### config.mk
export PLATFORM = sky130hd
export DESIGN_NAME = linkproc_seq
export DESIGN_NICKNAME = d
export VERILOG_FILES = /design/src/rtl/linkproc_pkg.sv /design/src/rtl/linkproc_table.sv /design/src/rtl/linkproc_timer.sv /design/src/rtl/linkproc_seq.sv
export SDC_FILE = /design/constraint.sdc
export NUM_CORES = 1
export LEC_CHECK = 0
export BUFFER_PORTS_ARGS = -buffer_cell sky130_fd_sc_hd__buf_4
export CAP_MARGIN = 25
export CELL_PAD_IN_SITES_DETAIL_PLACEMENT = 2
export CELL_PAD_IN_SITES_GLOBAL_PLACEMENT = 2
export CORE_ASPECT_RATIO = 0.75
export CORE_MARGIN = 3
export CORE_UTILIZATION = 35
export DETAILED_ROUTE_END_ITERATION = 10
export HOLD_SLACK_MARGIN = 0.05
export PLACE_DENSITY_LB_ADDON = 0.1
export SLEW_MARGIN = 0
export SYNTH_ARGS = -nofsm -noshare
export SYNTH_HDL_FRONTEND = slang
export SYNTH_SLANG_ARGS = --single-unit
### constraint.sdc
create_clock -name clk -period 9.4 [get_ports clk]
set_input_delay 1.88 -clock clk [delete_from_list [all_inputs] [get_ports clk]]
set_output_delay 1.88 -clock clk [all_outputs]
set_load 0.1 [all_outputs]
### src/rtl/linkproc_pkg.sv
package linkproc_pkg;

    localparam int NUM_SLOTS  = 14;
    localparam int SLOT_W     = $clog2(NUM_SLOTS);
    localparam int DATA_W     = 32;
    localparam int SIZE_W     = 3;
    localparam int WORD_BYTES = 4;

    localparam int OFF_STATUS = 0;
    localparam int OFF_SELECT = 4;

    localparam logic [3:0] CODE_NONE    = 4'd0;
    localparam logic [3:0] CODE_FAILED  = 4'd2;
    localparam logic [3:0] CODE_ABORTED = 4'd3;
    localparam logic [3:0] CODE_UNSUP   = 4'd4;

    typedef enum logic [1:0] {
        SLOT_EMPTY = 2'd0,
        SLOT_STOP  = 2'd1,
        SLOT_NOP   = 2'd2,
        SLOT_EXT   = 2'd3
    } slot_kind_e;

    typedef enum logic [1:0] {
        STEP_BUSY = 2'd0,
        STEP_NEXT = 2'd1,
        STEP_DONE = 2'd2,
        STEP_RSVD = 2'd3
    } step_kind_e;

    typedef struct packed {
        step_kind_e kind;
        logic [3:0] code;
    } step_res_t;

    typedef struct packed {
        logic       busy;
        logic       done;
        logic [3:0] code;
    } status_t;

    typedef enum logic [1:0] {
        ST_IDLE = 2'd0,
        ST_STEP = 2'd1,
        ST_WAIT = 2'd2
    } seq_state_e;

    function automatic slot_kind_e slot_kind(input int n);
        if (n == 0)                          return SLOT_STOP;
        if (n == 1 || n == 11 || n == 12)    return SLOT_NOP;
        if (n == 2 || n == 3)                return SLOT_EMPTY;
        if (n >= NUM_SLOTS)                  return SLOT_EMPTY;
        return SLOT_EXT;
    endfunction

    function automatic logic [DATA_W-1:0] status_word(input status_t s);
        return {s.busy, s.done, 26'd0, s.code};
    endfunction

endpackage

### src/rtl/linkproc_table.sv
module linkproc_table
    import linkproc_pkg::*;
(
    input  logic [DATA_W-1:0] sel_value,
    input  logic [SLOT_W-1:0] cur_slot,
    output logic              sel_ok,
    output slot_kind_e        cur_kind
);
    localparam int ROWS = 2 ** SLOT_W;

    slot_kind_e kinds [ROWS];

    genvar g;
    generate
        for (g = 0; g < ROWS; g++) begin : g_row
            if (g < NUM_SLOTS) begin : g_used
                assign kinds[g] = slot_kind(g);
            end else begin : g_pad
                assign kinds[g] = SLOT_EMPTY;
            end
        end
    endgenerate

    logic in_range;
    assign in_range = (sel_value < DATA_W'(NUM_SLOTS));
    assign sel_ok   = in_range && (kinds[sel_value[SLOT_W-1:0]] != SLOT_EMPTY);
    assign cur_kind = kinds[cur_slot];
endmodule

### src/rtl/linkproc_timer.sv
module linkproc_timer #(
    parameter int     TIMER_W        = 32,
    parameter longint TIMEOUT_CYCLES = 125000000
) (
    input  logic clk,
    input  logic rst,
    input  logic restart,
    output logic expired
);
    localparam logic [TIMER_W-1:0] LIMIT = TIMER_W'(TIMEOUT_CYCLES);

    logic [TIMER_W-1:0] now_q;
    logic [TIMER_W-1:0] mark_q;
    logic [TIMER_W-1:0] elapsed;

    always_ff @(posedge clk) begin
        if (rst) begin
            now_q  <= '0;
            mark_q <= '0;
        end else begin
            now_q <= now_q + 1'b1;
            if (restart) mark_q <= now_q;
        end
    end

    assign elapsed = now_q - mark_q;
    assign expired = (elapsed > LIMIT);
endmodule

### src/rtl/linkproc_seq.sv
module linkproc_seq
    import linkproc_pkg::*;
#(
    parameter int     ADDR_W         = 8,
    parameter int     STEP_W         = 4,
    parameter int     TIMER_W        = 32,
    parameter longint TIMEOUT_CYCLES = 125000000
) (
    input  logic              clk,
    input  logic              rst,
    input  logic              req_valid,
    output logic              req_ready,
    input  logic              req_write,
    input  logic [ADDR_W-1:0] req_addr,
    input  logic [2:0]        req_size,
    input  logic [31:0]       req_wdata,
    output logic              rsp_valid,
    output logic              rsp_err,
    output logic [31:0]       rsp_rdata,
    output logic              step_start,
    output logic [3:0]        step_proc,
    output logic [STEP_W-1:0] step_idx,
    input  logic              step_rsp_valid,
    input  logic [1:0]        step_rsp_kind,
    input  logic [3:0]        step_rsp_code
);
    seq_state_e        state_q;
    status_t           status_q;
    logic [SLOT_W-1:0] slot_q;
    logic [STEP_W-1:0] idx_q;
    logic              rsp_valid_q, rsp_err_q;
    logic [DATA_W-1:0] rsp_rdata_q;

    logic       accept, size_ok, at_status, at_select;
    logic       sel_ok, expired, restart;
    slot_kind_e cur_kind;
    step_res_t  in_res, res;
    logic       fin_en;
    status_t    fin_st;

    assign accept    = req_valid && (state_q == ST_IDLE);
    assign size_ok   = (req_size == SIZE_W'(WORD_BYTES));
    assign at_status = (req_addr == ADDR_W'(OFF_STATUS));
    assign at_select = (req_addr == ADDR_W'(OFF_SELECT));
    assign restart   = accept && req_write && size_ok && at_select && sel_ok;

    linkproc_table u_table (
        .sel_value (req_wdata),
        .cur_slot  (slot_q),
        .sel_ok    (sel_ok),
        .cur_kind  (cur_kind)
    );

    linkproc_timer #(
        .TIMER_W        (TIMER_W),
        .TIMEOUT_CYCLES (TIMEOUT_CYCLES)
    ) u_timer (
        .clk     (clk),
        .rst     (rst),
        .restart (restart),
        .expired (expired)
    );

    assign in_res.kind = step_kind_e'(step_rsp_kind);
    assign in_res.code = step_rsp_code;

    // Result of the current poll, either from an internal slot or a step engine
    always_comb begin
        res    = '{kind: STEP_DONE, code: CODE_UNSUP};
        fin_en = 1'b0;
        if (state_q == ST_STEP) begin
            case (cur_kind)
                SLOT_STOP: begin res = '{kind: STEP_DONE, code: CODE_ABORTED}; fin_en = 1'b1; end
                SLOT_NOP:  begin res = '{kind: STEP_DONE, code: CODE_NONE};    fin_en = 1'b1; end
                SLOT_EXT:  fin_en = 1'b0;
                default:   fin_en = 1'b1;
            endcase
        end else if (state_q == ST_WAIT && step_rsp_valid && in_res.kind != STEP_NEXT) begin
            res    = in_res;
            fin_en = 1'b1;
        end

        if (res.kind == STEP_DONE)
            fin_st = '{busy: 1'b0, done: 1'b1, code: res.code};
        else if (expired)
            fin_st = '{busy: 1'b0, done: 1'b1, code: CODE_FAILED};
        else
            fin_st = '{busy: 1'b1, done: 1'b0, code: CODE_NONE};
    end

    always_ff @(posedge clk) begin
        if (rst) begin
            state_q     <= ST_IDLE;
            status_q    <= '0;
            slot_q      <= '0;
            idx_q       <= '0;
            rsp_valid_q <= 1'b0;
            rsp_err_q   <= 1'b0;
            rsp_rdata_q <= '0;
        end else begin
            rsp_valid_q <= 1'b0;
            case (state_q)
                ST_IDLE: begin
                    if (accept) begin
                        rsp_err_q   <= 1'b0;
                        rsp_rdata_q <= '0;
                        if (!size_ok) begin
                            rsp_valid_q <= 1'b1;
                            rsp_err_q   <= 1'b1;
                        end else if (req_write) begin
                            rsp_valid_q <= 1'b1;
                            if (at_select) begin
                                if (sel_ok) begin
                                    status_q <= '{busy: 1'b1, done: 1'b0, code: CODE_NONE};
                                    slot_q   <= req_wdata[SLOT_W-1:0];
                                    idx_q    <= '0;
                                end else begin
                                    status_q <= '{busy: 1'b0, done: 1'b1, code: CODE_UNSUP};
                                end
                            end else if (!at_status) begin
                                rsp_err_q <= 1'b1;
                            end
                        end else if (at_select) begin
                            rsp_valid_q <= 1'b1;
                            rsp_rdata_q <= DATA_W'(slot_q);
                        end else if (at_status) begin
                            if (status_q.done) begin
                                rsp_valid_q <= 1'b1;
                                rsp_rdata_q <= status_word(status_q);
                            end else begin
                                state_q <= ST_STEP;
                            end
                        end else begin
                            rsp_valid_q <= 1'b1;
                            rsp_err_q   <= 1'b1;
                        end
                    end
                end
                ST_STEP: begin
                    if (cur_kind == SLOT_EXT) state_q <= ST_WAIT;
                end
                ST_WAIT: begin
                    if (step_rsp_valid && in_res.kind == STEP_NEXT) begin
                        idx_q   <= idx_q + 1'b1;
                        state_q <= ST_STEP;
                    end
                end
                default: state_q <= ST_IDLE;
            endcase

            if (fin_en) begin
                status_q    <= fin_st;
                rsp_valid_q <= 1'b1;
                rsp_err_q   <= 1'b0;
                rsp_rdata_q <= status_word(fin_st);
                state_q     <= ST_IDLE;
            end
        end
    end

    assign req_ready  = (state_q == ST_IDLE);
    assign rsp_valid  = rsp_valid_q;
    assign rsp_err    = rsp_err_q;
    assign rsp_rdata  = rsp_rdata_q;
    assign step_start = (state_q == ST_STEP) && (cur_kind == SLOT_EXT);
    assign step_proc  = 4'(slot_q);
    assign step_idx   = idx_q;
endmodule

==> results of run 1 <==
## routing by layer
layer,wire length [um],vias up,GRT usage (%),share of wire [%]
li1,-,2905,-,-
met1,10400,2943,32.1,50
met2,9550,112,36.1,45
met3,773,27,4.22,3.7
met4,312,0,5.26,1.5
met5,0,-,0,0
## report_power, final
group / leakage (nW) / internal [mW] / switching (mW) / total (mW)
Sequential: 0.711 / 0.375 / 0.00274 / 0.378
Combinational: 1.93 / 0.0432 / 0.111 / 0.154
Clock: 0.149 / 0.211 / 0.167 / 0.378
## metrics by stage
stage                     total power [mW]  std cells  utilization [%]  cell area [um2]  setup slack (ns)
after floorplan                      0.506        832                -             6110              5.00
after global placement               0.532       1061             40.3             6620              4.29
after detailed placement             0.539       1061             40.3             6620              4.08
after CTS                            0.920       1077             42.2             6930              4.45
after global routing                 0.946       1077             42.2             6930              4.08
final                                0.910       1077             42.2             6930              4.46
## cells by family (layout without fill, tap and decap cells)
kind of cell | after synthesis | count (layout) | share of synthesized area (%)
DFF | 88 | 88 | 29.3
xor gates and xnor gates | 36 | 36 | 5.24
buffers and inverters | 103 | 138 | 8.25
other | 1 | 26 | 0.0623
AOI/OAI and AO/OA | 216 | 216 | 23.6
and+or+nand+nor | 324 | 324 | 25.5
adders and majority gates | 36 | 36 | 7.61
muxes | 3 | 3 | 0.499
## registers in the layout, indices dropped and copies added (netlist names)
signal,count
status_q,6
rsp_valid,1
step_idx,4
rsp_err,1
state_q,2
rsp_rdata,6
step_proc,4
u_timer.now_q,32
u_timer.mark_q,32
## path summary, 6_finish.rpt
kind | from | end | slack (ns) | depth (start not counted)
min reg2reg | u_timer.mark_q[19] | u_timer.mark_q[19] | 0.46 | 2
max reg2reg | u_timer.mark_q[5] | status_q[4] | 4.61 | 12
min | u_timer.mark_q[19] | u_timer.mark_q[19] | 0.46 | 2
max | req_addr[5] | step_idx[2] | 4.46 | 9
## tightest hold or removal path, stage by stage, from the launching register on
cell	delay, ns
dfxtp_1	0.31
nand2_1	0.05
a21oi_1	0.05
## synth_stat cells (all sizes together) (14+ instances only)
cell    number
a21oi       83
o21ai       39
nand3       21
dfxtp       88
ha          35
buf         30
clkbuf      23
xor2        25
nor2        70
inv         49
nand2      127
nor3        14
## layout make-up
class                   count  area, um2  share of cell area (%)
well taps                 210        263                    3.79
flip-flops and latches     88       1760                    25.4
clock inverters             7       88.8                    1.28
repair buffers             73        548                    7.90
multi-input cells         641       3860                    55.7
clock buffers               9        225                    3.25
inverters                  49        184                    2.65
==> qor.txt, run 1 <==
Die area: 0.0188 mm2
I/O pin cnt: 98
Total Nets Final: 952
Max Root-Sink Buffers: 2
Diode count: 0
Crit path top cell by count: buf_4
Critical path required time: 9.59 ns
Worst hold slack: 0.460 ns
DRT Pass-1 Iters: 4
Row cnt: 40
Synth Cell Area: 0.00602 mm2
Worst path max stage delay: 0.88 ns
Crit-path slowest cell: nor4_4
Clock root cell: clkbuf_16
Die Wd: 157 um
Peak fanout along the critical path: 23
Crit-path cells: buf_4 > or4_1 > nor4_1 > nand4_1 > nor4_4 > buf_4 > nor2_1 > o21ai_0 > a21oi_1
Grt ovf: 0
Core ar.: 0.0164 mm2
Routed len/inst: 19.6 um
Hold Crit Class: register to register
Slew @ Worst Pin: 1.11 ns
Top FF cell, synth: dfxtp_1
CTS tree: done
Crit path max-delay family: simple AND/OR/NAND/NOR gates
Unrepaired setup endpoints after global routing: false
Worst Setup End Kind: register
PortBufs: 71
Fillers: 1923
Syn. warnings: 0
Vias in the first global route: 6504
Fmax: 203 MHz
Mean Syn Cell Area: 7.46 um2
Final GP Congestion: 0.837
EDFF count, synth: 0
Vias/cell: 5.56
WP data arrival: 5.13 ns
Final setup TNS: 0 ns
Peak supply drop: 0.101 mV
Worst path bufs/invs: 2
Commonest non-fill, non-tap cell in the layout: nand2_1
Slew Limit Fails: 0
GRT Resource Usage Total: 22.8%
Share of the yosys chip area belonging to registers: 29.3%
Static Leakage: 2.79 nW
Highest-count cells in the layout ignoring fill and taps: nand2_1, dfxtp_1, a21oi_1
Worst setup SP type: input pin
Starting density of the core: 36.7%
Routed wire length: 21100 um
Cell taking the most area after synthesis: dfxtp_1
DRC: 0
CTS clk-pin slew, worst paths: 0.07 ns
Syn Inst Count: 807
HPWL Detailed: 16400 um
Synth cell types: 70
First-pass GRT wire length: 34700 um
Number of routed nets with antenna violations: 0
Post-CTS setup buffers: 0
Antenna violations before repair: 0
Area share of the largest cell type after synthesis: 29.3%
H-tree levels: 3
CTS Sinks: 88
Final clock skew: 0.00834 ns
Period utilization: 52.5%
Area Overhead vs Synth: 15.2%
DR iter-0 viols: 260
Outcome: complete, no violations
Yosys reg bits: 88
Power per cell area: 131 mW/mm2
CTS buffer count: 9
Largest net degree at the start of global routing: 90
Hold-fix buffers, CTS: 0
Share of cells above drive strength 1: 12.2%
Area contributors post-synth: dfxtp_1, nand2_1, ha_1
Period minus WS final: 4.94 ns
Synth async-reset ratio: 0%
Relative slew slack: 25.6%
Chip height: 120 um
Final setup fails: 0
Max-cap violations: 0
Post-CTS resize count: 0
Routed vias: 5987
Endpoints failing hold: 0
Worst-Skew Late Latency: 0.35 ns
Critical setup path kind: input pin to register
Note: power is estimated with default switching activity, not from simulation.
==> run 2, diff against run 1 <==
--- a/config.mk
+++ b/config.mk
@@ -11,7 +11,7 @@
 export CELL_PAD_IN_SITES_GLOBAL_PLACEMENT = 2
 export CORE_ASPECT_RATIO = 0.75
 export CORE_MARGIN = 3
-export CORE_UTILIZATION = 35
+export CORE_UTILIZATION = 29
 export DETAILED_ROUTE_END_ITERATION = 10
 export HOLD_SLACK_MARGIN = 0.05
 export PLACE_DENSITY_LB_ADDON = 0.1
==> constraint.sdc (replaced) <==
create_clock -name clk -period 4.05 [get_ports clk]
set_input_delay 0.81 -clock clk [delete_from_list [all_inputs] [get_ports clk]]
set_output_delay 0.81 -clock clk [all_outputs]
set_load 0.1 [all_outputs]
==> run 2 against run 1 <==
Sequential cell count is the same. Non-clock buffer count grew 15. Die area grew 20%. Core utilization shrank 6.5 points. Count of clock-buffer cells in the layout grew 4. Combinational power grew 130%. Clock skew shrank 0.0023 ns. Clock power grew 120%. Sequential share of layout area shrank 0.63 points. Critical path type is now register to register. Critical endpoint is now status_q[1]. Largest power group unchanged.
==> qor.txt, run 2 (synthesized netlist as in run 1, its figures left out) <==
Highest-count cells in the layout ignoring fill and taps: nand2_1, buf_4, dfxtp_1
Slew @ Worst Pin: 1.04 ns (-0.0646 ns)
Pwr Total: 2.08 mW (+130%)
Reg power frac: 42.2% (+0.6 points)
Vias in the first global route: 6455 (-0.75%)
Total Nets Final: 967 (+1.6%)
First-pass GRT wire length: 34800 um (+0.38%)
Final clock skew: 0.00602 ns (-0.00232 ns)
Fmax: 257 MHz
Commonest non-fill, non-tap cell in the layout: nand2_1
Routed len/inst: 18.8 um (-3.9%)
Routed wire length: 21800 um (+3.3%)
P_sw: 626 uW (+120%)
Vias/cell: 5.25 (-5.5%)
CTS buffer count: 9 (unchanged)
Clock power frac: 40.7% (-0.8 points)
Die area: 0.0225 mm2 (+20%)
Worst hold slack: 0.456 ns (-0.00422 ns)
Clock root cell: clkbuf_16
Routed vias: 6082 (+1.6%)
Fin worst setup slack: 0.162 ns (-4.30 ns)
Placed cells: 1142 (+7.6%)
Worst path bufs/invs: 1 (-1)
Worst setup SP type: register
Critical path required time: 4.29 ns (-5.30 ns)
Comb pwr share: 17.2% (+0.3 points)
Row cnt: 44 (+10%)
Core ar.: 0.0199 mm2 (+21%)
Crit-path cells: inv_1 > ha_1 > a21oi_1 > nand2_1 > o21ai_0 > a21oi_1 > o21a_1 > nor4b_2 > nand4_1 > a2111o_1 > a311o_1 > a32o_2
HPWL Detailed: 17200 um (+5.3%)
Final cell count without fillers: 1158 (+7.5%)
Max Root-Sink Buffers: 2 (unchanged)
Diode count: 0 (unchanged)
Fillers: 2323 (+21%)
CTS clk-pin slew, worst paths: 0.07 ns (about the same)
Worst-Skew Late Latency: 0.35 ns (about the same)
Outcome: complete, no violations
Max-cap violations: 0 (unchanged)
Static Leakage: 2.85 nW (+2.2%)
Final setup TNS: 0 ns (unchanged)
PortBufs: 71 (unchanged)
Chip height: 131 um (+9.4%)
CTS tree: done
Place WS: 0.0994 ns (-3.98 ns)
Area Overhead vs Synth: 18.1%
I/O pin cnt: 98 (unchanged)
Period utilization: 96.0%
GRT Resource Usage Total: 19.4% (-3.3 points)
Grt ovf: 0 (unchanged)
DR iter-0 viols: 279 (+7.3%)
Final setup fails: 0 (unchanged)
Largest net degree at the start of global routing: 90 (unchanged)
Crit-path slowest cell: a2111o_1
Switching share of power: 30.1% (-0.71 points)
Share of cells above drive strength 1: 13.6% (+1.4 points)
Antenna violations before repair: 0 (unchanged)
Peak supply drop: 0.131 mV (+30%)
WP data arrival: 4.13 ns (-1.00 ns)
DRT Pass-1 Iters: 4 (unchanged)
H-tree levels: 3 (unchanged)
Starting density of the core: 30.3% (-6.4 points)
Critical setup path kind: register to register
Final GP Congestion: 0.912 (+8.9%)
DRC: 0 (unchanged)
Worst path max stage delay: 0.47 ns (-0.41 ns)
Power per cell area: 293 mW/mm2 (+120%)
Final core utilization: 35.8% (-6.5 points)
Crit path max-delay family: compound AO/OA/AOI/OAI gates
Hold Crit Class: register to register
Slew Limit Fails: 0 (unchanged)
Die Wd: 172 um (+9.5%)
Number of routed nets with antenna violations: 0 (unchanged)
Worst Setup End Kind: register
Crit path top cell by count: a21oi_1
Peak fanout along the critical path: 9 (-61%)
Dpl cell area: 0.00682 mm2 (+2.9%)
Fin area: 0.00711 mm2 (+2.6%)
Biggest regs: u_timer.mark_q: 32 flops, u_timer.now_q: 32 flops
Internal: 1.45 mW (+130%)
Relative slew slack: 29.7% (+4.1 points)
CTS Sinks: 88 (unchanged)
Endpoints failing hold: 0 (unchanged)
Period minus WS final: 3.89 ns
## run 2: power groups by stage
stage | sequential (mW) | combinational [mW] | clock [mW]
after floorplan | 0.925 | 0.248 | 0
after global placement | 0.897 | 0.346 | 0
after detailed placement | 0.897 | 0.354 | 0
after CTS | 0.877 | 0.356 | 0.877
after global routing | 0.878 | 0.380 | 0.911
final | 0.877 | 0.357 | 0.846
## run 2: routing by layer
metal / vias up / GRT usage, % / part of all wire [%]
met5: - / 0 / 0
met4: 0 / 3.10 / 0.64
met3: 8 / 2.95 / 2.8
met2: 86 / 30.5 / 44
met1: 3053 / 28.7 / 52
li1: 2935 / - / -
## run 2: cell type report
type	instances	area, um2	area share [%]
inverters	49	184	2.59
clock buffers	13	240	3.38
repair buffers	88	661	9.29
clock inverters	3	42.5	0.598
multi-input cells	641	3880	54.5
flip-flops and latches	88	1760	24.8
well taps	276	345	4.86
## run 2: final timing paths
check                           depth (start not counted)                from            endpoint  slack, ns
worst max-delay path                                   12   u_timer.mark_q[5]         status_q[1]       0.16
worst max register to register                         12   u_timer.mark_q[5]         status_q[1]       0.16
worst min register to register                          2  u_timer.mark_q[15]  u_timer.mark_q[15]       0.46
worst min-delay path                                    2  u_timer.mark_q[15]  u_timer.mark_q[15]       0.46
## run 2: timing repair
action | in CTS | in global routing
hold buffers | 0 | 0
endpoints found under the setup margin | 0 | 6
setup buffers | 0 | 0
resized for setup | 0 | 3
## run 2: tightest hold or removal path: stages, from the launching register on
cell and delay (ns):
dfxtp_1 0.31, nand2_1 0.05, a21oi_1 0.05
==> run 3, diff against run 2 <==
--- a/config.mk
+++ b/config.mk
@@ -7,15 +7,14 @@
 export LEC_CHECK = 0
 export BUFFER_PORTS_ARGS = -buffer_cell sky130_fd_sc_hd__buf_4
 export CAP_MARGIN = 25
-export CELL_PAD_IN_SITES_DETAIL_PLACEMENT = 2
-export CELL_PAD_IN_SITES_GLOBAL_PLACEMENT = 2
+export CELL_PAD_IN_SITES_DETAIL_PLACEMENT = 1
+export CELL_PAD_IN_SITES_GLOBAL_PLACEMENT = 1
 export CORE_ASPECT_RATIO = 0.75
 export CORE_MARGIN = 3
-export CORE_UTILIZATION = 29
+export CORE_UTILIZATION = 38
 export DETAILED_ROUTE_END_ITERATION = 10
 export HOLD_SLACK_MARGIN = 0.05
 export PLACE_DENSITY_LB_ADDON = 0.1
-export SLEW_MARGIN = 0
 export SYNTH_ARGS = -nofsm -noshare
 export SYNTH_HDL_FRONTEND = slang
 export SYNTH_SLANG_ARGS = --single-unit
==> run 3 against run 2 <==
Sequential cell count did not move. Routed wire length shrank 17%. Count of clock-buffer cells in the layout fell by 2. Core utilization grew 9.8 points. Sequential power about the same. Final cell count down 6.8%. Die area is 23% lower. Sequential share of layout area is 0.40 points higher.
==> qor.txt, run 3 (synthesized netlist as in run 1, its figures left out) <==
Biggest regs: u_timer.mark_q: 32 flops, u_timer.now_q: 32 flops
H-tree levels: 3 (unchanged)
P_sw: 612 uW (-2.2%)
Crit-path slowest cell: or4_4
Worst setup SP type: register
CTS Sinks: 88 (unchanged)
I/O pin cnt: 98 (unchanged)
Grt ovf: 0 (unchanged)
Unrepaired setup endpoints after global routing: false
WP data arrival: 4.13 ns (about the same)
Area Overhead vs Synth: 16.4%
Peak supply drop: 0.209 mV (+59%)
Routed len/inst: 16.8 um (-11%)
Clock power frac: 41.2% (+0.5 points)
Share of cells above drive strength 1: 13.4% (-0.22 points)
Number of routed nets with antenna violations: 0 (unchanged)
Worst-Skew Late Latency: 0.35 ns (about the same)
Slew Limit Fails: 0 (unchanged)
Endpoints failing hold: 0 (unchanged)
Final clock skew: 0.00956 ns (+0.00354 ns)
Period utilization: 96.2% (+0.21 points)
Comb pwr share: 16.6% (-0.6 points)
Reg-to-reg startpoint: u_timer.now_q[0]
Hold path cells: 1 (-1)
PortBufs: 71 (unchanged)
Period minus WS final: 3.90 ns (+0.00844 ns)
Outcome: complete, no violations
Hold-fix buffers, CTS: 0 (unchanged)
Peak fanout along the critical path: 5 (-4)
Hold Crit Start: u_timer.now_q[0]
CTS clk-pin slew, worst paths: 0.06 ns (about the same)
Vias in the first global route: 5851 (-9.4%)
FF-to-FF path depth: 13 (+1)
Commonest non-fill, non-tap cell in the layout: nand2_1
DRT Pass-1 Iters: 4 (unchanged)
Worst hold slack: 0.447 ns (-0.00870 ns)
CTS tree: done
Final setup TNS: 0 ns (unchanged)
Die Wd: 151 um (-12%)
Worst path max stage delay: 0.52 ns (+0.05 ns)
Fmax: 257 MHz (-0.22%)
Clock root cell: clkbuf_16
Switching share of power: 29.4% (-0.65 points)
Vias/cell: 5.45 (+3.7%)
Routed wire length: 18100 um (-17%)
Die area: 0.0174 mm2 (-23%)
CTS buffer count: 9 (unchanged)
Final setup fails: 0 (unchanged)
Final GP Congestion: 0.843 (-7.5%)
Relative slew slack: 38.2% (+8.5 points)
Power per cell area: 297 mW/mm2 (+1.5%)
Highest-count cells in the layout ignoring fill and taps: nand2_1, dfxtp_1, a21oi_1
Core ar.: 0.0154 mm2 (-23%)
First-pass GRT wire length: 29900 um (-14%)
Reg power frac: 42.2% (about the same)
Max-cap violations: 0 (unchanged)
Internal: 1.47 mW (+0.87%)
HPWL Detailed: 13800 um (-20%)
Crit-path cells: inv_1 > ha_1 > fa_1 > nor2b_4 > o31ai_2 > a21o_1 > and3b_1 > or4_4 > a2111oi_4 > nand4_1 > a2111o_1 > a311o_1 > a32o_2
Max Root-Sink Buffers: 2 (unchanged)
Largest net degree at the start of global routing: 90 (unchanged)
Starting density of the core: 39.2% (+8.9 points)
Worst Setup End Kind: register
Row cnt: 39 (-11%)
Slew @ Worst Pin: 0.928 ns (-0.116 ns)
Antenna violations before repair: 0 (unchanged)
Critical setup path kind: register to register
DR iter-0 viols: 298 (+6.8%)
GRT Resource Usage Total: 21.2% (+1.8 points)
Crit. Startpoint: u_timer.now_q[0]
DRC: 0 (unchanged)
Hold Crit Class: register to register
Chip height: 115 um (-12%)
Critical path required time: 4.29 ns (about the same)
Total Nets Final: 959 (-0.83%)
Routed vias: 5879 (-3.3%)
Fillers: 1926 (-17%)
Diode count: 0 (unchanged)
Static Leakage: 2.83 nW (-0.82%)
run 3: worst paths after layout:
check	endpoint	slack [ns]
setup / recovery	status_q[1]	0.15
setup reg to reg	status_q[1]	0.15
hold / removal	u_timer.now_q[0]	0.45
hold reg to reg	u_timer.now_q[0]	0.45
run 3: worst max-delay path: cells and delay by family, from the launching register on:
kind	cells	cell delay, ns
DFF	1	0.36
and+or+nand+nor	4	1.00
buffers and inverters	1	0.05
AOI/OAI and AO/OA	6	1.72
adders and majority gates	2	0.65
run 3: metrics by stage:
stage / cell area [um2] / std cells / utilization [%] / setup slack [ns] / power [mW]
finish: 7000 / 1079 / 45.6 / 0.154 / 2.08
global route: 7000 / 1079 / 45.6 / 0.00172 / 2.16
CTS: 6970 / 1078 / 45.3 / 0.0976 / 2.10
detailed placement: 6670 / 1062 / 43.4 / 0.115 / 1.24
global placement: 6670 / 1062 / 43.4 / 0.197 / 1.23
floorplan: 6110 / 832 / - / 0.372 / 1.17
run 3: what timing repair did:
item                       CTS  global route
setup endpoints to repair    0             5
gates resized for setup      0             6
setup buffers                0             1
run 3: layer usage:
| metal | GRT usage, % | up-vias | share of wire, % |
|---|---|---|---|
| li1 | - | 2917 | - |
| met1 | 31.6 | 2826 | 52 |
| met2 | 31.6 | 122 | 42 |
| met3 | 3.90 | 14 | 4.8 |
| met4 | 4.83 | 0 | 1.0 |
| met5 | 0 | - | 0 |
run 3: cell type report:
class | instances | area, um2 | share of cell area (%)
Clock inverter | 5 | 56.3 | 0.804
Clock buffer | 11 | 243 | 3.47
Timing Repair Buffer | 80 | 613 | 8.75
Multi-Input combinational cell | 641 | 3890 | 55.5
Inverter | 49 | 184 | 2.63
Tap cell | 205 | 256 | 3.66
Sequential cell | 88 | 1760 | 25.2
run 3: power by group through the flow:
stage | clock (mW) | sequential, mW | combinational [mW]
5_1_grt | 0.914 | 0.878 | 0.369
4_1_cts | 0.879 | 0.877 | 0.343
6_report | 0.856 | 0.878 | 0.346
3_3_place_gp | 0 | 0.897 | 0.336
3_5_place_dp | 0 | 0.897 | 0.342
2_1_floorplan | 0 | 0.925 | 0.248
